==> config.mk <==
export PLATFORM = sky130hd
export DESIGN_NAME = msi_cap_dispatch
export DESIGN_NICKNAME = d
export VERILOG_FILES = /design/src/rtl/msi_pkg.sv /design/src/rtl/msi_cfg_space.sv /design/src/rtl/msi_vec_tracker.sv /design/src/rtl/msi_lowest_pick.sv /design/src/rtl/msi_msg_port.sv /design/src/rtl/msi_cap_dispatch.sv
export SDC_FILE = /design/constraint.sdc
export NUM_CORES = 1
export LEC_CHECK = 0
export CAP_MARGIN = 25
export CORE_ASPECT_RATIO = 1.2
export CORE_UTILIZATION = 45
export CTS_BUF_LIST = sky130_fd_sc_hd__clkbuf_4 sky130_fd_sc_hd__clkbuf_8 sky130_fd_sc_hd__clkbuf_16
export DETAILED_ROUTE_END_ITERATION = 6
export GPL_TIMING_DRIVEN = 0
export MAX_ROUTING_LAYER = met4
export PLACE_DENSITY = 0.74
export SYNTH_ARGS = -nofsm -noshare
export SYNTH_HDL_FRONTEND = slang
export SYNTH_SLANG_ARGS = --single-unit
==> constraint.sdc <==
create_clock -name clk -period 3.9 [get_ports clk]
set_clock_uncertainty 0.1 [all_clocks]
set_input_delay 0.78 -clock clk [delete_from_list [all_inputs] [get_ports clk]]
set_output_delay 0.78 -clock clk [all_outputs]
set_load 0.005 [all_outputs]
==> src/rtl/msi_pkg.sv <==
package msi_pkg;

    localparam int MAX_VEC = 32;
    localparam int VEC_W   = 5;

    typedef struct packed {
        logic               en;
        logic [2:0]         enl;
        logic [29:0]        alo;
        logic [31:0]        ahi;
        logic [15:0]        dat;
        logic [MAX_VEC-1:0] mask;
        logic               trig;
    } cfg_st_t;

    typedef struct packed {
        logic [MAX_VEC-1:0] pend;
        logic [MAX_VEC-1:0] queue;
        logic               err;
    } trk_st_t;

    typedef struct packed {
        logic        valid;
        logic [63:0] addr;
        logic [31:0] data;
    } msg_st_t;

    function automatic logic [7:0] cap_len(input bit a64, input bit msk);
        logic [7:0] r;
        case ({a64, msk})
            2'b00:   r = 8'h0A;
            2'b10:   r = 8'h0E;
            2'b01:   r = 8'h14;
            default: r = 8'h18;
        endcase
        return r;
    endfunction

    function automatic logic [31:0] byte_merge(input logic [31:0] old_v,
                                               input logic [31:0] new_v,
                                               input logic [3:0]  be);
        logic [31:0] r;
        r = old_v;
        for (int i = 0; i < 4; i++) begin
            if (be[i]) r[8*i +: 8] = new_v[8*i +: 8];
        end
        return r;
    endfunction

    function automatic logic [VEC_W-1:0] onehot_index(input logic [MAX_VEC-1:0] oh);
        logic [VEC_W-1:0] r;
        r = '0;
        for (int i = 0; i < MAX_VEC; i++) begin
            if (oh[i]) r = VEC_W'(i);
        end
        return r;
    endfunction

endpackage

==> src/rtl/msi_cfg_space.sv <==
module msi_cfg_space
    import msi_pkg::*;
#(
    parameter bit ADDR64   = 1'b1,
    parameter bit MASKABLE = 1'b1,
    parameter int VEC_LOG2 = 3
) (
    input  logic               clk,
    input  logic               rst_n,
    input  logic               cfg_wr,
    input  logic [5:0]         cfg_dw,
    input  logic [3:0]         cfg_be,
    input  logic [31:0]        cfg_wdata,
    input  logic [MAX_VEC-1:0] pend_i,
    output logic [31:0]        cfg_rdata,
    output logic               en_o,
    output logic [2:0]         enl_o,
    output logic [63:0]        addr_o,
    output logic [15:0]        dat_o,
    output logic [MAX_VEC-1:0] mask_o,
    output logic               replay_o
);

    localparam int                 NVEC    = 1 << VEC_LOG2;
    localparam logic [7:0]         LEN     = cap_len(ADDR64, MASKABLE);
    localparam logic [7:0]         OFF_ALO = 8'h04;
    localparam logic [7:0]         OFF_AHI = 8'h08;
    localparam logic [7:0]         OFF_DAT = ADDR64 ? 8'h0C : 8'h08;
    localparam logic [7:0]         OFF_MSK = ADDR64 ? 8'h10 : 8'h0C;
    localparam logic [7:0]         OFF_PND = ADDR64 ? 8'h14 : 8'h10;
    localparam logic [2:0]         CAP     = 3'(VEC_LOG2);
    localparam logic [MAX_VEC-1:0] IMPL    = {MAX_VEC{1'b1}} >> (MAX_VEC - NVEC);

    cfg_st_t     q, d;
    logic [7:0]  byte_off;
    logic        in_range;
    logic [15:0] ctrl_w;
    logic [31:0] merged;

    assign byte_off = {cfg_dw, 2'b00};
    assign in_range = byte_off < LEN;
    assign ctrl_w   = {7'd0, MASKABLE, ADDR64, q.enl, CAP, q.en};

    always_comb begin
        d      = q;
        d.trig = 1'b0;
        merged = '0;
        if (cfg_wr && in_range) begin
            if (byte_off == 8'h00) begin
                if (cfg_be[2]) begin
                    d.en  = cfg_wdata[16];
                    d.enl = (cfg_wdata[22:20] > CAP) ? CAP : cfg_wdata[22:20];
                end
                d.trig = cfg_be[2] | cfg_be[3];
            end else if (byte_off == OFF_ALO) begin
                merged = byte_merge({q.alo, 2'b00}, cfg_wdata, cfg_be);
                d.alo  = merged[31:2];
            end else if (ADDR64 && byte_off == OFF_AHI) begin
                d.ahi = byte_merge(q.ahi, cfg_wdata, cfg_be);
            end else if (byte_off == OFF_DAT) begin
                merged = byte_merge({16'h0000, q.dat}, cfg_wdata, {2'b00, cfg_be[1:0]});
                d.dat  = merged[15:0];
            end else if (MASKABLE && byte_off == OFF_MSK) begin
                d.mask = byte_merge(q.mask, cfg_wdata, cfg_be) & IMPL;
                d.trig = |cfg_be;
            end
        end
    end

    always_comb begin
        cfg_rdata = '0;
        if (in_range) begin
            if (byte_off == 8'h00)                        cfg_rdata = {ctrl_w, 16'h0005};
            else if (byte_off == OFF_ALO)                 cfg_rdata = {q.alo, 2'b00};
            else if (ADDR64 && byte_off == OFF_AHI)       cfg_rdata = q.ahi;
            else if (byte_off == OFF_DAT)                 cfg_rdata = {16'h0000, q.dat};
            else if (MASKABLE && byte_off == OFF_MSK)     cfg_rdata = q.mask;
            else if (MASKABLE && byte_off == OFF_PND)     cfg_rdata = pend_i;
        end
    end

    always_ff @(posedge clk) begin
        if (!rst_n) q <= '0;
        else        q <= d;
    end

    assign en_o     = q.en;
    assign enl_o    = q.enl;
    assign addr_o   = ADDR64 ? {q.ahi, q.alo, 2'b00} : {32'h0, q.alo, 2'b00};
    assign dat_o    = q.dat;
    assign mask_o   = q.mask;
    assign replay_o = q.trig;

endmodule

==> src/rtl/msi_vec_tracker.sv <==
module msi_vec_tracker
    import msi_pkg::*;
#(
    parameter bit MASKABLE = 1'b1
) (
    input  logic               clk,
    input  logic               rst_n,
    input  logic               irq_i,
    input  logic [VEC_W-1:0]   vec_i,
    input  logic               en_i,
    input  logic [2:0]         enl_i,
    input  logic [MAX_VEC-1:0] mask_i,
    input  logic               replay_i,
    input  logic [MAX_VEC-1:0] grant_i,
    output logic [MAX_VEC-1:0] pend_o,
    output logic [MAX_VEC-1:0] queue_o,
    output logic               err_o
);

    trk_st_t            q, d;
    logic [VEC_W:0]     lim;
    logic               legal;
    logic               masked;
    logic [MAX_VEC-1:0] move;

    assign lim    = (VEC_W+1)'(1) << enl_i;
    assign legal  = {1'b0, vec_i} < lim;
    assign masked = MASKABLE && mask_i[vec_i];

    always_comb begin
        d       = q;
        d.queue = q.queue & ~grant_i;
        move    = '0;
        if (irq_i && en_i) begin
            if (!legal)      d.err          = 1'b1;
            else if (masked) d.pend[vec_i]  = 1'b1;
            else             d.queue[vec_i] = 1'b1;
        end
        if (MASKABLE && replay_i && en_i) begin
            move    = d.pend & ~mask_i;
            d.pend  = d.pend & ~move;
            d.queue = d.queue | move;
        end
    end

    always_ff @(posedge clk) begin
        if (!rst_n) q <= '0;
        else        q <= d;
    end

    assign pend_o  = q.pend;
    assign queue_o = q.queue;
    assign err_o   = q.err;

    p_masked_pend_r7: assert property (@(posedge clk) disable iff (!rst_n)
        (irq_i && en_i && legal && MASKABLE && mask_i[vec_i]) |=> q.pend[$past(vec_i)]);

    p_no_intake_r10: assert property (@(posedge clk) disable iff (!rst_n)
        (!en_i) |=> (((q.queue & ~$past(q.queue)) == '0) && ((q.pend & ~$past(q.pend)) == '0)));

    p_err_sticky_r9: assert property (@(posedge clk) disable iff (!rst_n)
        q.err |=> q.err);

endmodule

==> src/rtl/msi_lowest_pick.sv <==
module msi_lowest_pick #(
    parameter int W = 32
) (
    input  logic [W-1:0] req,
    output logic [W-1:0] grant,
    output logic         any
);

    logic [W-1:0] below;

    assign below[0] = 1'b0;
    for (genvar i = 1; i < W; i++) begin : g_chain
        assign below[i] = below[i-1] | req[i-1];
    end

    assign grant = req & ~below;
    assign any   = |req;

endmodule

==> src/rtl/msi_msg_port.sv <==
module msi_msg_port
    import msi_pkg::*;
(
    input  logic             clk,
    input  logic             rst_n,
    input  logic             ready_i,
    input  logic             any_i,
    input  logic [VEC_W-1:0] vec_i,
    input  logic [63:0]      addr_i,
    input  logic [15:0]      dat_i,
    input  logic [2:0]       enl_i,
    output logic             valid_o,
    output logic [63:0]      addr_o,
    output logic [31:0]      data_o,
    output logic             load_o
);

    msg_st_t     q, d;
    logic [15:0] lowmask;
    logic        free;

    assign free    = !q.valid || ready_i;
    assign load_o  = any_i && free;
    assign lowmask = 16'((17'd1 << enl_i) - 17'd1);

    always_comb begin
        d = q;
        if (free) begin
            d.valid = any_i;
            if (any_i) begin
                d.addr = addr_i;
                d.data = {16'h0000, (dat_i & ~lowmask) | {11'd0, vec_i}};
            end
        end
    end

    always_ff @(posedge clk) begin
        if (!rst_n) q <= '0;
        else        q <= d;
    end

    assign valid_o = q.valid;
    assign addr_o  = q.addr;
    assign data_o  = q.data;

    p_hold_stable_r11: assert property (@(posedge clk) disable iff (!rst_n)
        (q.valid && !ready_i) |=> (q.valid && $stable(q.addr) && $stable(q.data)));

endmodule

==> src/rtl/msi_cap_dispatch.sv <==
module msi_cap_dispatch
    import msi_pkg::*;
#(
    parameter bit ADDR64   = 1'b1,
    parameter bit MASKABLE = 1'b1,
    parameter int VEC_LOG2 = 3
) (
    input  logic        clk,
    input  logic        rst_n,
    input  logic        cfg_wr,
    input  logic [5:0]  cfg_dw,
    input  logic [3:0]  cfg_be,
    input  logic [31:0] cfg_wdata,
    output logic [31:0] cfg_rdata,
    input  logic        irq_valid,
    input  logic [4:0]  irq_vec,
    output logic        msg_valid,
    input  logic        msg_ready,
    output logic [63:0] msg_addr,
    output logic [31:0] msg_data,
    output logic        vec_err
);

    logic               en_w;
    logic [2:0]         enl_w;
    logic [63:0]        addr_w;
    logic [15:0]        dat_w;
    logic [MAX_VEC-1:0] mask_w;
    logic               replay_w;
    logic [MAX_VEC-1:0] pend_w;
    logic [MAX_VEC-1:0] queue_w;
    logic [MAX_VEC-1:0] grant_raw;
    logic [MAX_VEC-1:0] grant_eff;
    logic               any_w;
    logic               load_w;

    msi_cfg_space #(
        .ADDR64   (ADDR64),
        .MASKABLE (MASKABLE),
        .VEC_LOG2 (VEC_LOG2)
    ) u_cfg (
        .clk       (clk),
        .rst_n     (rst_n),
        .cfg_wr    (cfg_wr),
        .cfg_dw    (cfg_dw),
        .cfg_be    (cfg_be),
        .cfg_wdata (cfg_wdata),
        .pend_i    (pend_w),
        .cfg_rdata (cfg_rdata),
        .en_o      (en_w),
        .enl_o     (enl_w),
        .addr_o    (addr_w),
        .dat_o     (dat_w),
        .mask_o    (mask_w),
        .replay_o  (replay_w)
    );

    msi_vec_tracker #(
        .MASKABLE (MASKABLE)
    ) u_trk (
        .clk      (clk),
        .rst_n    (rst_n),
        .irq_i    (irq_valid),
        .vec_i    (irq_vec),
        .en_i     (en_w),
        .enl_i    (enl_w),
        .mask_i   (mask_w),
        .replay_i (replay_w),
        .grant_i  (grant_eff),
        .pend_o   (pend_w),
        .queue_o  (queue_w),
        .err_o    (vec_err)
    );

    msi_lowest_pick #(
        .W (MAX_VEC)
    ) u_pick (
        .req   (queue_w),
        .grant (grant_raw),
        .any   (any_w)
    );

    msi_msg_port u_msg (
        .clk     (clk),
        .rst_n   (rst_n),
        .ready_i (msg_ready),
        .any_i   (any_w),
        .vec_i   (onehot_index(grant_raw)),
        .addr_i  (addr_w),
        .dat_i   (dat_w),
        .enl_i   (enl_w),
        .valid_o (msg_valid),
        .addr_o  (msg_addr),
        .data_o  (msg_data),
        .load_o  (load_w)
    );

    assign grant_eff = load_w ? grant_raw : '0;

    p_grant_in_queue_r12: assert property (@(posedge clk) disable iff (!rst_n)
        $onehot0(grant_raw) && ((grant_raw & ~queue_w) == '0));

endmodule

==> flow_metrics.tcl <==
set metrics [dict create \
    status "finished clean" \
    worstPathArrival_ps 2990 \
    async_flop_share 0 \
    worstRegToRegCells 7 \
    drcViolationCount 0 \
    holdPathEnd "u_msg.data_o[7]$_SDFFE_PN0P_" \
    cts_root_buf "clkbuf_16" \
    drv_cap 0 \
    min_period_over_period 0.993 \
    initial_core_util 0.458 \
    r2r_slack_ps 520 \
    relSlewSlack 0.331 \
    synth_flop_cell "dfxtp_1" \
    top_layer "met4" \
    clock_path_buffers 3 \
    grt_max_degree 17 \
    cts_tree "done" \
    holdWs_ps 355 \
    met1_length_um 14400 \
    syn_area_sq_um 10300 \
    layout-drive-gt1-share 0.0843 \
    wl_met3_um 2970 \
    viasPerCell 5.85 \
    holdPathStages 2 \
    hold_viol 0 \
    synth_edf_count 0 \
    io_buffers 162 \
    path_max_fanout 10 \
    h-tree-depth 1 \
    synth_seq_cells 235 \
    hold_path_startpoint "u_msg.data_o[7]$_SDFFE_PN0P_" \
    yosysSeqAreaShare 0.459 \
    ys_types 66 \
    finalNonFillerCells 1728 \
    die-area_sq_um 23400 \
    utilization 0.596 \
    critical_path.max_stage_delay_ps 650 \
    peakVddDrop_mv 0.264 \
    nNetsFinal 1489 \
    fmax_ghz 0.258 \
    synth.area.top_cells "dfxtp_1, mux2i_1, nand2_1, a21oi_1, nor2_1" \
    cpMostUsedCell "clkdlybuf4s50_1" \
    first_global_vias 9577 \
    yosys-top-cells-count "dfxtp_1, nand2_1, nor2_1" \
    powerDensity_nw_per_um2 384 \
    comb_power_share 0.048 \
    cp_cell_sequence "clkdlybuf4s50_1 -> clkbuf_1 -> a31oi_1 -> o22ai_1 -> clkdlybuf4s50_1" \
    tightestPinTransition_ps 995 \
    leakage_nw 5.34 \
    coreArea_sq_um 22400 \
    area_growth_syn_to_layout_pct 30.1 \
    stdcell_area_sq_um 13300 \
    numCtsBuffers 23 \
    yosysWarnings 0 \
    dp_slack_ps -1320 \
    finalMaxSlewViolations 0 \
    switchingPower_mw 1.13 \
    antenna_left 0 \
    p_clk_frac 0.483 \
    holdCritPathClass "flip-flop to flip-flop" \
    r2r-start "u_trk.queue_o[12]$_SDFF_PN0_" \
    grt_pass1_wl_um 54500 \
    wirelength_um 35900 \
    seq_power_share 0.469 \
    power_mw 5.13 \
    grt_overflow 0 \
    tns_ps 0 \
    setup.worst_path.start_class "input port" \
    routabilityCongestion 0.977 \
    cpMaxStageDelayCell "clkdlybuf4s50_1" \
    yosysMostFrequentCell "dfxtp_1" \
    antenna_found_initial 1 \
    endpoint_kind "output pin" \
    pin_count 182 \
    worst_slack_ps 28.3 \
    rr_endpoint "u_msg.addr_o[31]$_SDFFE_PN0P_" \
    drt_iter0_drc 1034 \
    rows 60 \
    setup_viol 0 \
    wl_met2_um 17000 \
    dr.pass1.iters 7 \
    synth.avg_cell_area_sq_um 8.38 \
    die_h_um 167 \
    grtUsageTotal 0.309 \
    numClockSinks 235 \
    worstSetupPathType "input port to output pin" \
    synth_top_area_cell "dfxtp_1" \
    vias 10100 \
    power.internal_mw 4.00 \
    wl_per_cell_um 20.8 \
    dp_cells 1681 \
    postCtsHoldBufs 0 \
    clk_latency_ps 520 \
    period_needed_ps 3870 \
    swShare 0.220 \
    synth_top_area_share 0.459 \
    synthCells 1223 \
    place_hpwl_um 26900 \
    fp.dieW_um 140 \
    clk_transition_reported_paths_ps 60 \
    crit_required_ps 3020 \
    dpl_cell_area_sq_um 12300 \
]
## kinds of logic after synthesis
kind of cell,Yosys count,synth area share
simple gates,500,0.217
buf+inv,117,0.0534
mux,93,0.0946
flops,235,0.459
other cells,1,0.000366
compound gates,272,0.170
fa+ha+maj,5,0.00610
## per-layer routing
layer  up-vias  global-route usage
met1      4731               0.376
li1       4701                   -
met2       568               0.512
met4         0               0.129
met5         -                   -
met3       104              0.0455
## repair_timing
item / in CTS / in global routing
setup buffers: 6 / 1
resized for setup: 41 / 15
pin swaps: 4 / 6
endpoints found under the setup margin: 32 / 21
## sequential cells by signal (all words and copies together), names as in the netlist
name,cells
u_trk.queue_o,32
u_trk.err_o,1
u_cfg.enl_o,3
u_cfg.replay_o,1
u_msg.valid_o,1
u_msg.addr_o,62
u_cfg.addr_o,62
u_cfg.dat_o,16
u_cfg.mask_o,8
u_cfg.en_o,1
u_msg.data_o,16
u_trk.pend_o,32
## critical path: cells and delay by family
| kind | cells | cell delay [ps] |
|---|---|---|
| buffers and inverters | 3 | 1710 |
| AOI/OAI and AO/OA | 2 | 480 |
## area by class of cell
type / instances / area [sq um]
Fill cell: 1954 / 9040
Timing Repair Buffer: 169 / 1680
Clock inverter: 12 / 201
Multi-Input combinational cell: 888 / 5140
Inverter: 23 / 86.3
Sequential cell: 235 / 4700
Antenna cell: 1 / 2.50
Clock buffer: 29 / 639
Tap cell: 279 / 349
Buffer: 92 / 528
## power by group through the flow
stage                     Sequential [mW]  Combinational, mW  Clock [mW]
after floorplan                      2.46              0.106           0
after global routing                 2.40              0.259        2.58
after detailed placement             2.46              0.229           0
after CTS                            2.40              0.239        2.47
final                                2.40              0.246        2.48
after global placement               2.46              0.228           0
## how the worst max path moves through the flow
stage,from,end,slack [ps],cells past startpoint
after global routing,cfg_dw[1],cfg_rdata[0],-20,5
after floorplan,cfg_dw[5],cfg_rdata[2],650,7
after detailed placement,cfg_dw[4],cfg_rdata[2],-1320,9
after global placement,cfg_dw[5],cfg_rdata[2],-1320,9
after CTS,cfg_dw[3],cfg_rdata[9],3,8
final,cfg_dw[1],cfg_rdata[0],30,5
## cell usage in the layout, fill, tap and decap left out, drive strengths merged, types with 20 or more instances in the layout
cell           netlist  layout
dfxtp              235     235
nor2               154     154
o21ai               39      39
and3                29      29
inv                 23      24
nand3               28      28
buf                 38      47
nand2              213     213
mux2i               89      89
a222oi              20      20
clkbuf              56      81
a21oi              125     125
clkdlybuf4s50        0     156
No activity file was read; power rests on OpenSTA's default activity.
